File: src/rtl/pcmif_pkg.sv
package pcmif_pkg;
  localparam int unsigned WORD_W = 16;
  localparam int unsigned CNT_W  = 5;

  typedef enum logic [1:0] {LEN_BAD, LEN_NARROW, LEN_WIDE} len_class_e;

  // Sort a counted strobe length into narrow, wide or illegal.
  function automatic len_class_e classify_len(input logic [CNT_W-1:0] n);
    if (n == CNT_W'(8))       return LEN_NARROW;
    else if (n == CNT_W'(16)) return LEN_WIDE;
    else                      return LEN_BAD;
  endfunction

  // A received narrow sample is zero-extended into the low byte.
  function automatic logic [WORD_W-1:0] rx_align(input logic [WORD_W-1:0] sh, input logic wide);
    return wide ? sh : {8'h00, sh[7:0]};
  endfunction

  // A narrow transmit sample is moved to the top so it leaves first.
  function automatic logic [WORD_W-1:0] tx_align(input logic [WORD_W-1:0] w, input logic wide);
    return wide ? w : {w[7:0], 8'h00};
  endfunction
endpackage

File: src/rtl/pcmif_sync.sv
module pcmif_sync #(
  parameter int unsigned STAGES = 2,
  parameter int unsigned W      = 1
) (
  input  logic         clk,
  input  logic         rst_n,
  input  logic [W-1:0] d,
  output logic [W-1:0] q
);
  logic [W-1:0] chain [STAGES];

  generate
    for (genvar s = 0; s < STAGES; s++) begin : g_stage
      always_ff @(posedge clk or negedge rst_n) begin
        if (!rst_n)      chain[s] <= '0;
        else if (s == 0) chain[s] <= d;
        else             chain[s] <= chain[(s == 0) ? 0 : s-1];
      end
    end
  endgenerate

  assign q = chain[STAGES-1];
endmodule

File: src/rtl/pcmif_port.sv
module pcmif_port
  import pcmif_pkg::*;
(
  input  logic              clk,
  input  logic              rst_n,
  input  logic              bclk_rise,
  input  logic              bclk_fall,
  input  logic              ena_s,
  input  logic              din_s,
  input  logic [WORD_W-1:0] tx_word,
  output logic              sdo,
  output logic              sdo_oe,
  output logic [WORD_W-1:0] rx_word,
  output logic              rx_valid,
  output logic              locked,
  output logic              wide,
  output logic              fmt_err,
  output logic              strobe_start,
  output logic              strobe_end
);
  logic              ena_d;
  logic [CNT_W-1:0]  bit_cnt;
  logic [WORD_W-1:0] rx_sh;
  logic [WORD_W-1:0] tx_sh;
  len_class_e        cls;
  logic              accept;
  logic              reject;

  assign strobe_start = ena_s & ~ena_d;
  assign strobe_end   = ~ena_s & ena_d;
  assign cls          = classify_len(bit_cnt);
  assign accept       = strobe_end && (cls != LEN_BAD) &&
                        (!locked || (wide == (cls == LEN_WIDE)));
  assign reject       = strobe_end && !accept;

  always_ff @(posedge clk or negedge rst_n) begin
    if (!rst_n) begin
      ena_d    <= 1'b0;
      bit_cnt  <= '0;
      rx_sh    <= '0;
      tx_sh    <= '0;
      rx_word  <= '0;
      rx_valid <= 1'b0;
      locked   <= 1'b0;
      wide     <= 1'b0;
      fmt_err  <= 1'b0;
    end else begin
      ena_d    <= ena_s;
      rx_valid <= accept;
      if (strobe_start) begin
        bit_cnt <= '0;
        tx_sh   <= tx_align(tx_word, locked & wide);
      end else begin
        if (bclk_fall && ena_s) begin
          rx_sh <= {rx_sh[WORD_W-2:0], din_s};
          if (bit_cnt != '1) bit_cnt <= bit_cnt + 1'b1;
        end
        if (bclk_rise && ena_s) tx_sh <= {tx_sh[WORD_W-2:0], 1'b0};
      end
      if (accept) begin
        rx_word <= rx_align(rx_sh, cls == LEN_WIDE);
        if (!locked) begin
          locked <= 1'b1;
          wide   <= (cls == LEN_WIDE);
        end
      end
      if (reject) fmt_err <= 1'b1;
    end
  end

  assign sdo    = tx_sh[WORD_W-1];
  assign sdo_oe = ena_s;
endmodule

File: src/rtl/pcmif_window.sv
module pcmif_window #(
  parameter int unsigned WINDOW_CLKS = 25000
) (
  input  logic clk,
  input  logic rst_n,
  input  logic frame_start,
  input  logic second_start,
  output logic timeout
);
  localparam int unsigned CW = $clog2(WINDOW_CLKS + 1);

  logic          armed;
  logic [CW-1:0] cnt;

  always_ff @(posedge clk or negedge rst_n) begin
    if (!rst_n) begin
      armed   <= 1'b0;
      cnt     <= '0;
      timeout <= 1'b0;
    end else if (frame_start) begin
      armed <= !second_start;
      cnt   <= '0;
    end else if (armed) begin
      if (second_start) begin
        armed <= 1'b0;
      end else if (cnt == CW'(WINDOW_CLKS - 1)) begin
        armed   <= 1'b0;
        timeout <= 1'b1;
      end else begin
        cnt <= cnt + 1'b1;
      end
    end
  end
endmodule

File: src/rtl/pcmif_ssi.sv
module pcmif_ssi
  import pcmif_pkg::*;
#(
  parameter int unsigned SYNC_STAGES = 2,
  parameter int unsigned WINDOW_CLKS = 25000
) (
  input  logic        clk,
  input  logic        rst_n,
  input  logic        bclk,
  input  logic        line_ena,
  input  logic        line_sdi,
  output logic        line_sdo,
  output logic        line_sdo_oe,
  input  logic [15:0] line_tx_word,
  output logic [15:0] line_rx_word,
  output logic        line_rx_valid,
  output logic        line_locked,
  output logic        line_wide,
  output logic        line_fmt_err,
  input  logic        acou_ena,
  input  logic        acou_sdi,
  output logic        acou_sdo,
  output logic        acou_sdo_oe,
  input  logic [15:0] acou_tx_word,
  output logic [15:0] acou_rx_word,
  output logic        acou_rx_valid,
  output logic        acou_locked,
  output logic        acou_wide,
  output logic        acou_fmt_err,
  output logic        window_timeout
);
  localparam int unsigned NPORT = 2;

  logic [4:0] sync_q;
  logic       bclk_s, bclk_q;
  logic       bclk_rise, bclk_fall;

  logic [NPORT-1:0]  p_ena, p_din, p_sdo, p_oe, p_valid, p_locked, p_wide, p_err, p_start, p_end;
  logic [WORD_W-1:0] p_txw [NPORT];
  logic [WORD_W-1:0] p_rxw [NPORT];

  // Named events for the checker.
  logic line_start, line_end, acou_start, acou_end;

  pcmif_sync #(.STAGES(SYNC_STAGES), .W(5)) u_sync (
    .clk(clk), .rst_n(rst_n),
    .d({acou_sdi, acou_ena, line_sdi, line_ena, bclk}),
    .q(sync_q)
  );

  assign bclk_s   = sync_q[0];
  assign p_ena    = {sync_q[3], sync_q[1]};
  assign p_din    = {sync_q[4], sync_q[2]};
  assign p_txw[0] = line_tx_word;
  assign p_txw[1] = acou_tx_word;

  always_ff @(posedge clk or negedge rst_n) begin
    if (!rst_n) bclk_q <= 1'b0;
    else        bclk_q <= bclk_s;
  end

  assign bclk_rise = bclk_s & ~bclk_q;
  assign bclk_fall = ~bclk_s & bclk_q;

  generate
    for (genvar gp = 0; gp < NPORT; gp++) begin : g_port
      pcmif_port u_port (
        .clk(clk), .rst_n(rst_n),
        .bclk_rise(bclk_rise), .bclk_fall(bclk_fall),
        .ena_s(p_ena[gp]), .din_s(p_din[gp]), .tx_word(p_txw[gp]),
        .sdo(p_sdo[gp]), .sdo_oe(p_oe[gp]), .rx_word(p_rxw[gp]),
        .rx_valid(p_valid[gp]), .locked(p_locked[gp]), .wide(p_wide[gp]),
        .fmt_err(p_err[gp]), .strobe_start(p_start[gp]), .strobe_end(p_end[gp])
      );
    end
  endgenerate

  assign line_start = p_start[0];
  assign line_end   = p_end[0];
  assign acou_start = p_start[1];
  assign acou_end   = p_end[1];

  pcmif_window #(.WINDOW_CLKS(WINDOW_CLKS)) u_window (
    .clk(clk), .rst_n(rst_n),
    .frame_start(line_start), .second_start(acou_start),
    .timeout(window_timeout)
  );

  assign line_sdo      = p_sdo[0];
  assign line_sdo_oe   = p_oe[0];
  assign line_rx_word  = p_rxw[0];
  assign line_rx_valid = p_valid[0];
  assign line_locked   = p_locked[0];
  assign line_wide     = p_wide[0];
  assign line_fmt_err  = p_err[0];
  assign acou_sdo      = p_sdo[1];
  assign acou_sdo_oe   = p_oe[1];
  assign acou_rx_word  = p_rxw[1];
  assign acou_rx_valid = p_valid[1];
  assign acou_locked   = p_locked[1];
  assign acou_wide     = p_wide[1];
  assign acou_fmt_err  = p_err[1];
endmodule

File: config.mk
export PLATFORM = sky130hd
export DESIGN_NAME = pcmif_ssi
export DESIGN_NICKNAME = d
export VERILOG_FILES = /design/src/rtl/pcmif_pkg.sv /design/src/rtl/pcmif_sync.sv /design/src/rtl/pcmif_port.sv /design/src/rtl/pcmif_window.sv /design/src/rtl/pcmif_ssi.sv
export SDC_FILE = /design/constraint.sdc
export NUM_CORES = 1
export LEC_CHECK = 0
export CAP_MARGIN = 5
export CORE_MARGIN = 4
export CORE_UTILIZATION = 30
export CTS_CLUSTER_DIAMETER = 50
export CTS_CLUSTER_SIZE = 25
export DETAILED_ROUTE_END_ITERATION = 16
export DONT_BUFFER_PORTS = 1
export PLACE_DENSITY_LB_ADDON = 0.08
export SETUP_SLACK_MARGIN = 0.1
export SLEW_MARGIN = 30
export SYNTH_ARGS = -nofsm -noshare
export SYNTH_HDL_FRONTEND = slang
export SYNTH_SLANG_ARGS = --single-unit
export TNS_END_PERCENT = 1
File: constraint.sdc
create_clock -name clk -period 3.5 [get_ports clk]
set_clock_uncertainty 0.1 [all_clocks]
set_input_delay 0.7 -clock clk [delete_from_list [all_inputs] [get_ports clk]]
set_output_delay 0.7 -clock clk [all_outputs]
set_load 0.05 [all_outputs]
# == Word-level counts from Yosys, hierarchy flattened ==
# Index checks and enable logic that the tools add are counted.
# op_classes
eq_ne,13
n_mul,0
muxes,26
add_sub_neg,3
bitwise,18
shifts,0
magnitude_cmp,0
n_reduce_logical,34
div_mod_pow,0
# ops
cell,count
16-bit 2-to-1 mux,8
15-bit 2-to-1 mux,4
5-bit 2-to-1 mux,6
2-bit nonzero test,9
15-bit by 1-bit adder with 15-bit output (second input constant),1
15-bit == test (second input constant),1
2-bit AND reduction,6
5-bit by 1-bit adder with 5-bit output (second input constant),2
5-bit by 4-bit == test with 1-bit output (second input constant),2
5-bit == test (second input constant),2
1-bit logical AND,10
5-bit != test (second input constant),2
1-bit inverter,10
1-bit bitwise AND,8
2-bit 2-to-1 mux,4
1-bit zero test,5
2-bit == test (second input constant),2
1-bit 2-to-1 mux,4
2-bit by 1-bit != test with 1-bit output (second input constant),2
4-bit AND reduction,1
3-bit AND reduction,1
1-bit == test,2
1-bit logical OR,2
# word_totals
inputBits,39
reg_bits,144
ram_bits,0
elab_cells,118
mem_bits_ro,0
output_inout_bits,45
mem_count,0
latch_bits,0

# == Longest topological paths before layout ==
# depth
depth_word,9
depth_mapped,8

# == Hierarchy ==
# A second synthesis with hierarchy kept.
# hier_totals
cells_unflattened,522
hier_area_um2,6451.2
# by_module_without_submodules
mod,cells_each,seq_area_each_um2,instances,area_each_um2
pcmif_port,203,1451.4,2,2590.0
pcmif_window,98,425.4,1,943.4
pcmif_sync,15,250.2,1,287.8
pcmif_ssi,3,25.0,1,40.0

# == Worst setup path after synthesis ==
# No wires, ideal clock.
# synth_timing
path_kind,flip-flop to flip-flop
start,"register u_sync.chain, in the netlist u_sync.q[3]"
end,register g_port[1].u_port.rx_word[0]
t_required_ns,3.275
t_arrival_ns,1.970
path_stages_with_launch,5
setup_slack_ns,1.306
path_cell_list,dfrtp_1 > nand2b_1 > or4b_4 > a21oi_4 > mux2_2
# synth_via
elab_chain_len,4
# synth_rtl
element,line,source
from (decl),pcmif_sync.sv:10,logic [W-1:0] chain [STAGES];
"from (signal, indexed assignment)",pcmif_sync.sv:17,else chain[s] <= chain[(s == 0) ? 0 : s-1];
1-bit inverter,pcmif_port.sv:30,assign strobe_end = ~ena_s & ena_d;
1-bit bitwise AND,pcmif_port.sv:30,
1-bit logical AND (2 in series),pcmif_port.sv:32,assign accept = strobe_end && (cls != LEN_BAD) &&
to (signal assigned),pcmif_port.sv:61,"rx_word <= rx_align(rx_sh, cls == LEN_WIDE);"
to (decl),pcmif_port.sv:13,"output logic [WORD_W-1:0] rx_word,"
# No other way between the ends.
# A chain may end at the register's enable or synchronous reset.

# == Worst setup path in the final report ==
# layout_timing
start,register g_port[0].u_port.bit_cnt[0]
end,register g_port[0].u_port.rx_word[13]
# layout_via
elab_chain_len,7
# layout_rtl
element,line,source
from (decl),pcmif_port.sv:22,logic [CNT_W-1:0] bit_cnt;
from (signal assigned),pcmif_port.sv:56,if (bit_cnt != '1) bit_cnt <= bit_cnt + 1'b1;
5-bit == test,pcmif_pkg.sv:10,else if (n == CNT_W'(16)) return LEN_WIDE;
2-bit 2-to-1 mux,pcmif_pkg.sv:10,
2-bit 2-to-1 mux (*),pcmif_pkg.sv:9,if (n == CNT_W'(8)) return LEN_NARROW;
2-bit == test,"pcmif_port.sv:33, pcmif_port.sv:61",
1-bit == test,pcmif_port.sv:33,(!locked || (wide == (cls == LEN_WIDE)));
1-bit logical OR,pcmif_port.sv:33,
1-bit logical AND,pcmif_port.sv:32,
to (signal assigned),pcmif_port.sv:61,
to (decl),pcmif_port.sv:13,
# Mark *: on every way between the ends. The rest lies on a longest branch, timed or not.

==> flow_summary.toml <==
[logic_synthesis]
synth-compound-area-share_pct = 9.144
syn_area_um2 = 6226
ys.flop_type = "dfrtp_1"
synth_top_family_by_area = "multiplexers"
synth_seq_cells = 144
yosys.area_share.simple_pct = 11.78
syn_nets = 576
synthAdderAreaFrac_pct = 1.407
synthCells = 530
ys.warnings.count = 0
synth_cell_type_count = 41
ys_async_sr_fraction_pct = 100.0
muxShareOfSynthArea_pct = 14.67
syn_avg_cell_area_um2 = 11.75
yosysSeqAreaShare_pct = 57.88
synth_xor_area_share_pct = 1.688
synth-edff-count = 0

[routing]
drt-initial-drc-count = 162
drc = 0
wire_per_inst_um = 15.74
avgViaCountPerCell = 4.756
ant_nets = 0
vias = 3890
firstDrtPassIters = 4
wirelength_um = 12880

[outcome]
violations = "hold timing"
status = "finished, violations left"

[pwr]
p_sw_share_pct = 23.38
pwr-share-clk_pct = 46.1
p_per_area_nw_per_um2 = 531.8
seqPwrFrac_pct = 48.8
leakage_nw = 3.304
p_int_mw = 2.897
p_sw_mw = 0.8840
ir_worst_vdd_mv = 0.3264
p_comb_share_pct = 5.1

[cts]
ctsResizeCount = 0
clk_path_buf_depth = 2
h-tree-depth = 4
clk_pin_slew_ps = 60
cts_inserted_buffers = 17
cts.sinks = 144
tritoncts = "yes"
clk_latency_ps = 420
cts_root_buf = "clkbuf_16"

[timing]
fin_setup_tns_ps = 0
min_period_ps = 2502
rsz0062_at_grt = "no"
hold_viol = 144
tightestPinTransition_ps = 948.0
setup_viol = 0
max_slew_margin_pct = 35.94
fin_crit_sh_pct = 71.48
fmax_mhz = 399.7
slew_viol_final = 0
holdWs_ps = -119.4

[min_path]
hold_class = "primary input to asynchronous set/reset pin"

[die]
die_h_um = 152.1
die_w_um = 152.1
die_area_um2 = 23120
start_util_pct = 30.67
ios = 84
rows = 52
core_area_um2 = 20300

[setup_path]
crit_slowest_cell = "a21oi_2"
crit_arrival_ps = 2740
path_max_fanout = 13
critical_path_required_ps = 3740
path_cells = "inv_1, ha_1, and4bb_2, xor2_1, a21oi_2, buf_4, mux2i_1"
end_kind = "register"
critPathKind = "register to register"
critPathLaunchType = "register"
critPathMaxStageDelay_ps = 690

[cells_and_area]
fin_nets = 581
layout_common_cells = "144 x dfrtp_1, 63 x nand2_1, 49 x mux2_2"
syn2layout_area_growth_pct = 14.21
final_common_cell = "dfrtp_1"
drive_above_1_share_pct = 18.10
fin_area_um2 = 7111
finish.utilization_pct = 35.03

[grt]
grtUsageMet3_pct = 4.181
antenna_found_initial = 2
met2_usage_pct = 18.01
grt_max_degree = 145
globalRouteOverflowTotal = 0
busiest_layer = "met2"
grtUsageTotal_pct = 11.64
grt_pass1_wl_um = 22160
grt_pass1_vias = 4150
grt_use_met1_pct = 14.98

[place]
hpwl_um = 8529
port_buffers = 0
placed_area_um2 = 6521
gp_congestion = 0.7213

[run]
drv_cap = 0
[layout make-up]
class | instances | area, um2
fill | 2061 | 13190
sequential | 144 | 3603
multi-input combinational | 337 | 2417
clock buffer | 20 | 466.7
tap | 270 | 337.8
clock inverter | 11 | 106.4
inverter | 24 | 90.09
timing repair buffer | 11 | 86.33
antenna | 1 | 2.502
[worst max-delay path: cells and delay by family (launching register included)]
| kind | cells | cell delay [ps] |
|---|---|---|
| AOI/OAI and AO/OA | 1 | 690 |
| xor gates and xnor gates | 1 | 170 |
| adders and majority gates | 1 | 200 |
| buffers and inverters | 2 | 350 |
| DFF | 1 | 400 |
| muxes | 1 | 200 |
| and+or+nand+nor | 1 | 320 |
[synthesized netlist by cell type (10+ instances only)]
cell type / count / share of area (%)
inv_1: 24 / 1.4
a211oi_1: 16 / 1.9
mux2_2: 49 / 8.9
dfrtp_1: 144 / 58
a21oi_1: 12 / 0.96
o21ai_0: 21 / 1.7
clkbuf_1: 18 / 1.1
nor2_1: 28 / 1.7
mux2i_1: 35 / 5.6
a31oi_1: 10 / 1.0
nand2_1: 63 / 3.8
and3_1: 12 / 1.2
[stage by stage]
stage | total power, mW | worst slack, ps | std cells
floorplan | 2.011 | 1306 | 530
global placement | 2.063 | 1030 | 785
detailed placement | 2.069 | 940.3 | 785
CTS | 3.860 | 931.4 | 816
global route | 3.968 | 817.2 | 817
finish | 3.781 | 998.3 | 818
[logic make-up after synthesis]
logic type	Yosys count
adder cells (fa/ha/maj)	7
buffers and inverters	49
multiplexers	85
AND/OR/NAND/NOR	147
AO/OA/AOI/OAI	86
flip-flops	144
XOR/XNOR	12
[registers in the layout, indices dropped and copies added, names as in the netlist, 5 cells and up]
| signal | cells |
|---|---|
| g_port.u_port.rx_sh | 32 |
| g_port.u_port.rx_word | 32 |
| g_port.u_port.tx_sh | 32 |
| u_window.cnt | 15 |
| u_sync.chain | 5 |
| u_sync.q | 5 |
| g_port.u_port.bit_cnt | 10 |
[final timing paths]
kind                                             start  slack (ps)  cells past startpoint                            to
min                                              rst_n        -120                      0     g_port[0].u_port.tx_sh[5]
max in group asynchronous                        rst_n        3120                      0   g_port[0].u_port.bit_cnt[2]
min in group clk                              line_sdi         210                      0               u_sync.chain[7]
max reg2reg                g_port[0].u_port.bit_cnt[0]        1000                      7  g_port[0].u_port.rx_word[13]
max                        g_port[0].u_port.bit_cnt[0]        1000                      7  g_port[0].u_port.rx_word[13]
min reg2reg                            u_sync.chain[9]         250                      0                   u_sync.q[4]
[power groups by stage]
stage               combinational, mW  sequential, mW  clock [mW]
CTS                             0.197            1.84        1.82
floorplan                       0.155            1.86           0
global route                    0.222            1.86        1.89
finish                          0.193            1.84        1.74
global placement                0.191            1.87           0
detailed placement              0.196            1.87           0
[layer usage]
layer | vias to the layer above | part of all wire (%)
met4 | 2 | 1.2
met3 | 13 | 5.2
met5 | - | 0.10
met1 | 1935 | 46
met2 | 58 | 47
li1 | 1882 | -
[timing repair]
item	4_1_cts	5_1_grt
endpoints found under the hold margin	144	144
setup buffers	0	0
setup endpoints to repair	0	0
(Power assumes the default switching activity.)
